File: src/rtl/cfgfe_pkg.sv
package cfgfe_pkg;
  localparam int IDX_W = 3;

  typedef enum logic [IDX_W-1:0] {
    IX_CMD   = 3'd0,
    IX_GEN   = 3'd1,
    IX_RALO  = 3'd2,
    IX_RACFG = 3'd3,
    IX_CTL   = 3'd4,
    IX_DTIM  = 3'd5,
    IX_CTIM  = 3'd6,
    IX_NONE  = 3'd7
  } cfg_idx_e;

  typedef struct packed {
    logic             autoinc;
    logic             post_ws;
    logic             burst_dis;
    logic             devsel_med;
    logic             chan;
    logic [IDX_W-1:0] idx;
  } ptr_t;
endpackage

File: src/rtl/cfgfe_ptr.sv
module cfgfe_ptr
  import cfgfe_pkg::*;
#(
  parameter int          LAST_IDX = 6,
  parameter logic [7:0]  RST_BYTE = 8'h50
) (
  input  logic       clk,
  input  logic       rst_n,
  input  logic       wr_en,
  input  logic [7:0] wdata,
  input  logic       step,
  output ptr_t       ptr_q
);
  ptr_t ptr_d;
  logic ptr_en;

  always_comb begin
    ptr_d  = ptr_q;
    ptr_en = 1'b0;
    if (wr_en) begin
      ptr_d  = ptr_t'(wdata);
      ptr_en = 1'b1;
    end else if (step && ptr_q.autoinc) begin
      ptr_en = 1'b1;
      if (int'(ptr_q.idx) >= LAST_IDX) ptr_d.idx = '0;
      else                              ptr_d.idx = ptr_q.idx + 1'b1;
    end
  end

  always_ff @(posedge clk or negedge rst_n) begin
    if (!rst_n)      ptr_q <= ptr_t'(RST_BYTE);
    else if (ptr_en) ptr_q <= ptr_d;
  end
endmodule

File: src/rtl/cfgfe_bank.sv
module cfgfe_bank
  import cfgfe_pkg::*;
#(
  parameter int                DATA_W   = 16,
  parameter int                RA_W     = 10,
  parameter logic [DATA_W-1:0] CMD_RST  = 16'h01F0,
  parameter logic [DATA_W-1:0] CTL_RST  = 16'h03F6,
  parameter logic [7:0]        GEN_RST  = 8'h01,
  parameter logic [7:0]        DTIM_RST = 8'hF5,
  parameter logic [7:0]        CTIM_RST = 8'hDE
) (
  input  logic                clk,
  input  logic                rst_n,
  input  logic                wr,
  input  cfg_idx_e            idx,
  input  logic [1:0]          be,
  input  logic [DATA_W-1:0]   wdata,
  output logic [DATA_W-1:0]   rdata,
  output logic [DATA_W-1:0]   cmd_base,
  output logic [DATA_W-1:0]   ctl_base,
  output logic [7:0]          gen_cfg,
  output logic [RA_W-1:0]     ra_count,
  output logic                ra_en,
  output logic                fifo_clr,
  output logic [7:0]          data_tim,
  output logic [7:0]          cmd_tim
);
  localparam int HI_W = RA_W - 8;

  logic              wr16, wr8;
  logic              en_cmd, en_ctl, en_gen, en_ralo, en_racfg, en_dtim, en_ctim;
  logic [DATA_W-1:0] cmd_d, ctl_d;
  logic              fifo_clr_d;
  logic [7:0]        ra_lo_q;
  logic [HI_W-1:0]   ra_hi_q;

  function automatic logic [DATA_W-1:0] merge(input logic [DATA_W-1:0] old,
                                              input logic [DATA_W-1:0] nw,
                                              input logic [1:0]        lanes);
    logic [DATA_W-1:0] r;
    r = old;
    if (lanes[0]) r[7:0]        = nw[7:0];
    if (lanes[1]) r[DATA_W-1:8] = nw[DATA_W-1:8];
    return r;
  endfunction

  always_comb begin
    wr16       = wr && (be != 2'b00);
    wr8        = wr && be[0];
    en_cmd     = wr16 && (idx == IX_CMD);
    en_ctl     = wr16 && (idx == IX_CTL);
    en_gen     = wr8  && (idx == IX_GEN);
    en_ralo    = wr8  && (idx == IX_RALO);
    en_racfg   = wr8  && (idx == IX_RACFG);
    en_dtim    = wr8  && (idx == IX_DTIM);
    en_ctim    = wr8  && (idx == IX_CTIM);
    cmd_d      = merge(cmd_base, wdata, be);
    ctl_d      = merge(ctl_base, wdata, be);
    fifo_clr_d = en_racfg && wdata[6];
  end

  always_ff @(posedge clk or negedge rst_n) begin
    if (!rst_n) begin
      cmd_base <= CMD_RST;
      ctl_base <= CTL_RST;
      gen_cfg  <= GEN_RST;
      ra_lo_q  <= '0;
      ra_hi_q  <= '0;
      ra_en    <= 1'b0;
      data_tim <= DTIM_RST;
      cmd_tim  <= CTIM_RST;
      fifo_clr <= 1'b0;
    end else begin
      if (en_cmd)  cmd_base <= cmd_d;
      if (en_ctl)  ctl_base <= ctl_d;
      if (en_gen)  gen_cfg  <= wdata[7:0];
      if (en_ralo) ra_lo_q  <= wdata[7:0];
      if (en_racfg) begin
        ra_en   <= wdata[7];
        ra_hi_q <= wdata[HI_W-1:0];
      end
      if (en_dtim) data_tim <= wdata[7:0];
      if (en_ctim) cmd_tim  <= wdata[7:0];
      fifo_clr <= fifo_clr_d;
    end
  end

  assign ra_count = {ra_hi_q, ra_lo_q};

  always_comb begin
    case (idx)
      IX_CMD:  rdata = cmd_base;
      IX_GEN:  rdata = {{(DATA_W-8){1'b0}}, gen_cfg};
      IX_CTL:  rdata = ctl_base;
      IX_DTIM: rdata = {{(DATA_W-8){1'b0}}, data_tim};
      IX_CTIM: rdata = {{(DATA_W-8){1'b0}}, cmd_tim};
      default: rdata = '0;
    endcase
  end
endmodule

File: src/rtl/cfgfe_top.sv
module cfgfe_top
  import cfgfe_pkg::*;
#(
  parameter int          DATA_W       = 16,
  parameter int          ADDR_W       = 2,
  parameter int          RA_W         = 10,
  parameter int          NUM_IDX      = 7,
  parameter logic [7:0]  PTR_RST      = 8'h50,
  parameter logic [15:0] CH0_CMD_BASE = 16'h01F0,
  parameter logic [15:0] CH1_CMD_BASE = 16'h0170,
  parameter logic [15:0] CH0_CTL_BASE = 16'h03F6,
  parameter logic [15:0] CH1_CTL_BASE = 16'h0376,
  parameter logic [7:0]  GEN_RST      = 8'h01,
  parameter logic [7:0]  DTIM_RST     = 8'hF5,
  parameter logic [7:0]  CTIM_RST     = 8'hDE
) (
  input  logic                   clk,
  input  logic                   rst_n,
  input  logic [ADDR_W-1:0]      io_addr,
  input  logic                   io_wr,
  input  logic                   io_rd,
  input  logic [1:0]             io_be,
  input  logic [DATA_W-1:0]      io_wdata,
  output logic [DATA_W-1:0]      io_rdata,
  output logic                   ptr_autoinc,
  output logic                   ptr_post_ws,
  output logic                   ptr_burst_dis,
  output logic                   ptr_devsel_med,
  output logic                   ptr_chan,
  output logic [2:0]             ptr_idx,
  output logic [2*DATA_W-1:0]    cmd_base_o,
  output logic [15:0]            gen_cfg_o,
  output logic [2*RA_W-1:0]      ra_count_o,
  output logic [1:0]             ra_en_o,
  output logic [1:0]             fifo_clr_o,
  output logic [2*DATA_W-1:0]    ctl_base_o,
  output logic [15:0]            data_tim_o,
  output logic [15:0]            cmd_tim_o
);
  localparam int NCH       = 2;
  localparam int LAST_IDX  = NUM_IDX - 1;
  localparam logic [ADDR_W-1:0] OFS_DATA = ADDR_W'(0);
  localparam logic [ADDR_W-1:0] OFS_PTR  = ADDR_W'(1);

  ptr_t              ptr_q;
  logic              ptr_wr, data_acc, data_wr;
  logic [DATA_W-1:0] bank_rdata [NCH];

  always_comb begin
    ptr_wr   = io_wr && (io_addr == OFS_PTR) && io_be[0];
    data_acc = (io_wr || io_rd) && (io_addr == OFS_DATA);
    data_wr  = io_wr && (io_addr == OFS_DATA);
  end

  cfgfe_ptr #(.LAST_IDX(LAST_IDX), .RST_BYTE(PTR_RST)) u_ptr (
    .clk   (clk),
    .rst_n (rst_n),
    .wr_en (ptr_wr),
    .wdata (io_wdata[7:0]),
    .step  (data_acc),
    .ptr_q (ptr_q)
  );

  for (genvar c = 0; c < NCH; c++) begin : g_bank
    localparam logic [DATA_W-1:0] CMD_R = (c == 0) ? CH0_CMD_BASE : CH1_CMD_BASE;
    localparam logic [DATA_W-1:0] CTL_R = (c == 0) ? CH0_CTL_BASE : CH1_CTL_BASE;
    logic bank_wr;
    assign bank_wr = data_wr && (ptr_q.chan == 1'(c));

    cfgfe_bank #(
      .DATA_W(DATA_W), .RA_W(RA_W), .CMD_RST(CMD_R), .CTL_RST(CTL_R),
      .GEN_RST(GEN_RST), .DTIM_RST(DTIM_RST), .CTIM_RST(CTIM_RST)
    ) u_bank (
      .clk      (clk),
      .rst_n    (rst_n),
      .wr       (bank_wr),
      .idx      (cfg_idx_e'(ptr_q.idx)),
      .be       (io_be),
      .wdata    (io_wdata),
      .rdata    (bank_rdata[c]),
      .cmd_base (cmd_base_o[c*DATA_W +: DATA_W]),
      .ctl_base (ctl_base_o[c*DATA_W +: DATA_W]),
      .gen_cfg  (gen_cfg_o[c*8 +: 8]),
      .ra_count (ra_count_o[c*RA_W +: RA_W]),
      .ra_en    (ra_en_o[c]),
      .fifo_clr (fifo_clr_o[c]),
      .data_tim (data_tim_o[c*8 +: 8]),
      .cmd_tim  (cmd_tim_o[c*8 +: 8])
    );
  end

  always_comb begin
    io_rdata = '0;
    if (io_rd) begin
      if (io_addr == OFS_DATA)     io_rdata = bank_rdata[ptr_q.chan];
      else if (io_addr == OFS_PTR) io_rdata = {{(DATA_W-8){1'b0}}, ptr_q};
    end
  end

  assign ptr_autoinc    = ptr_q.autoinc;
  assign ptr_post_ws    = ptr_q.post_ws;
  assign ptr_burst_dis  = ptr_q.burst_dis;
  assign ptr_devsel_med = ptr_q.devsel_med;
  assign ptr_chan       = ptr_q.chan;
  assign ptr_idx        = ptr_q.idx;
endmodule

File: config.mk
export PLATFORM = sky130hd
export DESIGN_NAME = cfgfe_top
export DESIGN_NICKNAME = d
export VERILOG_FILES = /design/src/rtl/cfgfe_pkg.sv /design/src/rtl/cfgfe_ptr.sv /design/src/rtl/cfgfe_bank.sv /design/src/rtl/cfgfe_top.sv
export SDC_FILE = /design/constraint.sdc
export NUM_CORES = 1
export LEC_CHECK = 0
export BUFFER_PORTS_ARGS = -buffer_cell sky130_fd_sc_hd__buf_2
export CAP_MARGIN = 25
export CELL_PAD_IN_SITES_DETAIL_PLACEMENT = 2
export CELL_PAD_IN_SITES_GLOBAL_PLACEMENT = 2
export CORE_AREA = 2 2 137 139
export DETAILED_ROUTE_END_ITERATION = 10
export DIE_AREA = 0 0 139 141
export PLACE_DENSITY = 0.9
export SYNTH_ARGS = -nofsm -noshare
export SYNTH_HDL_FRONTEND = slang
export SYNTH_SLANG_ARGS = --single-unit
File: constraint.sdc
create_clock -name clk -period 3.2 [get_ports clk]
set_input_delay 0.32 -clock clk [delete_from_list [all_inputs] [get_ports clk]]
set_output_delay 0.32 -clock clk [all_outputs]
set_load 0.02 [all_outputs]
==> reports/metrics.cfg <==
[grt]
grt_first_pass_wirelength_mm = 39.7
grt_max_degree = 89
grt_use_total_pct = 27.4
grt_pass1_vias = 5858
antenna_found_initial = 0
gr-total-overflow = 0

[route]
drc = 0
drt-initial-drc-count = 426
ant_nets = 0
routed_via_density = 5.74
dr.pass1.iters = 5
finalWirelength_mm = 26.5
route.vias.total = 5172
detail_route.wl_per_cell_um = 29.5

[run_status]
status = finished, final reports clean

[sta]
layout_setup_ws_ps = 71.6
fin_skew_ps = 10.2
drv_slew = 0
setup_tns_ps = 0
hold_slack_ps = 161
fmax_mhz = 320
setup_violations = 0
hold_viol_final = 0
slew_headroom_pct = 43.9
min_period_ps = 3130
timing.final.crit_share_pct = 97.8
worst_pin_slew_ps = 841

[cells_and_area]
regArea_um2 = 3670
fin_area_um2 = 8600
final_cell_mix = buf_2, mux2_2, dfrtp_1, dfstp_2, nand2_1
final_common_cell = buf_2
fill_cells = 1791
multi_input_area_um2 = 2920
antenna_cells = 0
fin_util_pct = 47.1
fin_nets = 683
drive_above_1_share_pct = 69.4
syn_to_final_growth_pct = 27.4

[yosys]
synth-edff-count = 0
avgSynthCellArea_um2 = 14.2
synth_top_area_cell = dfrtp_1
synth_cell_type_count = 46
async_flop_share_pct = 100
netlist_top_cells_area = dfrtp_1, mux2_2, dfstp_2
ys.flop_type = dfrtp_1
synthCells = 475
yosys_warnings = 0
synth_top_area_share_pct = 34.1
ys_ff_latch = 144
syn-cell-area_um2 = 6750
yosysSeqAreaShare_pct = 54.3
syn_nets = 504

[pwr]
ir_drop_v = 0.000627
power_density_nw_per_um2 = 1050
power.leakage_nw = 4.28

[floorplanning]
start_util_pct = 37.0
die_x_um = 139
placementRows = 50
die_h_um = 141
core-area_um2 = 18300
num_io_pins = 184
dieArea_um2 = 19600

[placement]
place.gp.congestion = 0.844
port_buffers = 183
pre_cts_ws_ps = 379
hpwl_mm = 17.8
placed_cell_area_um2 = 7900

[critical_path]
startpoint_type = flip-flop
crit_path_end_kind = primary output
r2r-start = u_ptr.ptr_q[1]
critPathKind = reg -> out
crit_fanout = 18
arrival_ps = 2810
crit_start = u_ptr.ptr_q[1]
critPathRequiredTime_ps = 2880

[clocking]
clock_latency_ps = 440
h-tree-depth = 4
cts_buffer_depth = 2
tritoncts = done
cts.sinks = 144
root_buffer = clkbuf_16
post_cts_buffers = 0
numCtsBuffers = 17
clk_pin_slew_ps = 60

[job]
max_cap_viol_count = 0

[min_path]
hp-class = in -> reg
hold_start = io_wdata[14]

==> synth_stat cells, types with 5 or more instances <==
cell      count
a21oi_1      11
a221oi_1     12
a222oi_1     10
a22o_1        5
and3_1       10
buf_2         8
buf_4         5
clkbuf_1     17
dfrtp_1      92
dfstp_2      52
ha_1          5
mux2_2      143
mux2_4        8
mux4_2        8
nand2_1      18
nand3_2       6
nor2_1        6
==> where the power goes <==
part / total, W / internal (W) / switching, W
Clock: 0.00228 / 0.00146 / 0.000824
Combinational: 0.00345 / 0.00134 / 0.00211
Sequential: 0.00328 / 0.00260 / 0.000688
Total: 0.00901 / 0.00539 / 0.00362
==> sequential cells by signal (all words and copies together) (netlist names) <==
name                    flops
g_bank.u_bank.cmd_base     32
g_bank.u_bank.cmd_tim      16
g_bank.u_bank.ctl_base     32
g_bank.u_bank.data_tim     16
g_bank.u_bank.fifo_clr      2
g_bank.u_bank.gen_cfg      16
g_bank.u_bank.ra_en         2
g_bank.u_bank.ra_hi_q       4
g_bank.u_bank.ra_lo_q      16
u_ptr.ptr_q                 8
==> through the flow <==
| step | total power, W | instances |
|---|---|---|
| floorplan | 0.00515 | 475 |
| global placement | 0.00629 | 868 |
| detailed placement | 0.00657 | 868 |
| CTS | 0.00900 | 901 |
| global route | 0.00938 | 901 |
| finish | 0.00901 | 901 |
==> critical path: stages (launching register included) <==
cell	delay, ps
dfrtp_2	470
inv_1	170
ha_2	350
buf_6	260
a222oi_1	150
a211oi_1	340
a21oi_1	110
o21ai_0	280
buf_2	220
==> routing by layer <==
layer	up-vias	wire [um]	GRT usage [%]
li1	2135	-	-
met1	2743	10300	32.9
met2	225	13900	48.2
met3	69	1370	5.67
met4	0	1020	11.5
met5	-	0	0
==> cell families after synthesis <==
kind of cell	count (synthesis)	share of synthesized area (%)
AND/OR/NAND/NOR	68	6.71
flip-flops	144	54.3
buffers and inverters	39	2.71
adder cells (fa/ha/maj)	5	0.927
multiplexers	164	29.1
AO/OA/AOI/OAI	55	6.26
==> final cells by class <==
type / instances / share of cell area [%]
sequential: 144 / 42.7
clock inverter: 15 / 2.79
timing repair buffer: 195 / 12.0
clock buffer: 17 / 4.95
inverter: 4 / 0.175
tap: 234 / 3.40
multi-input combinational: 292 / 34.0
==> timing repair <==
action	in CTS	in global routing
pin swaps	1	1
hold buffers	1	0
gates cloned	0	0
resized for setup	4	4
endpoints found under the setup margin	6	6
endpoints found under the hold margin	39	0
==> final timing paths <==
kind	to	slack (ps)	depth (start not counted)
setup / recovery	io_rdata[4]	70	8
hold / removal	g_bank[1].u_bank.ctl_base[14]	160	2
setup reg to reg	g_bank[0].u_bank.ctl_base[10]	650	6
hold reg to reg	g_bank[1].u_bank.ra_lo_q[4]	500	1
max in group asynchronous	g_bank[0].u_bank.cmd_base[6]	1780	3
min in group asynchronous	g_bank[0].u_bank.ra_hi_q[1]	530	2
No activity file was read; power rests on OpenSTA's default activity.
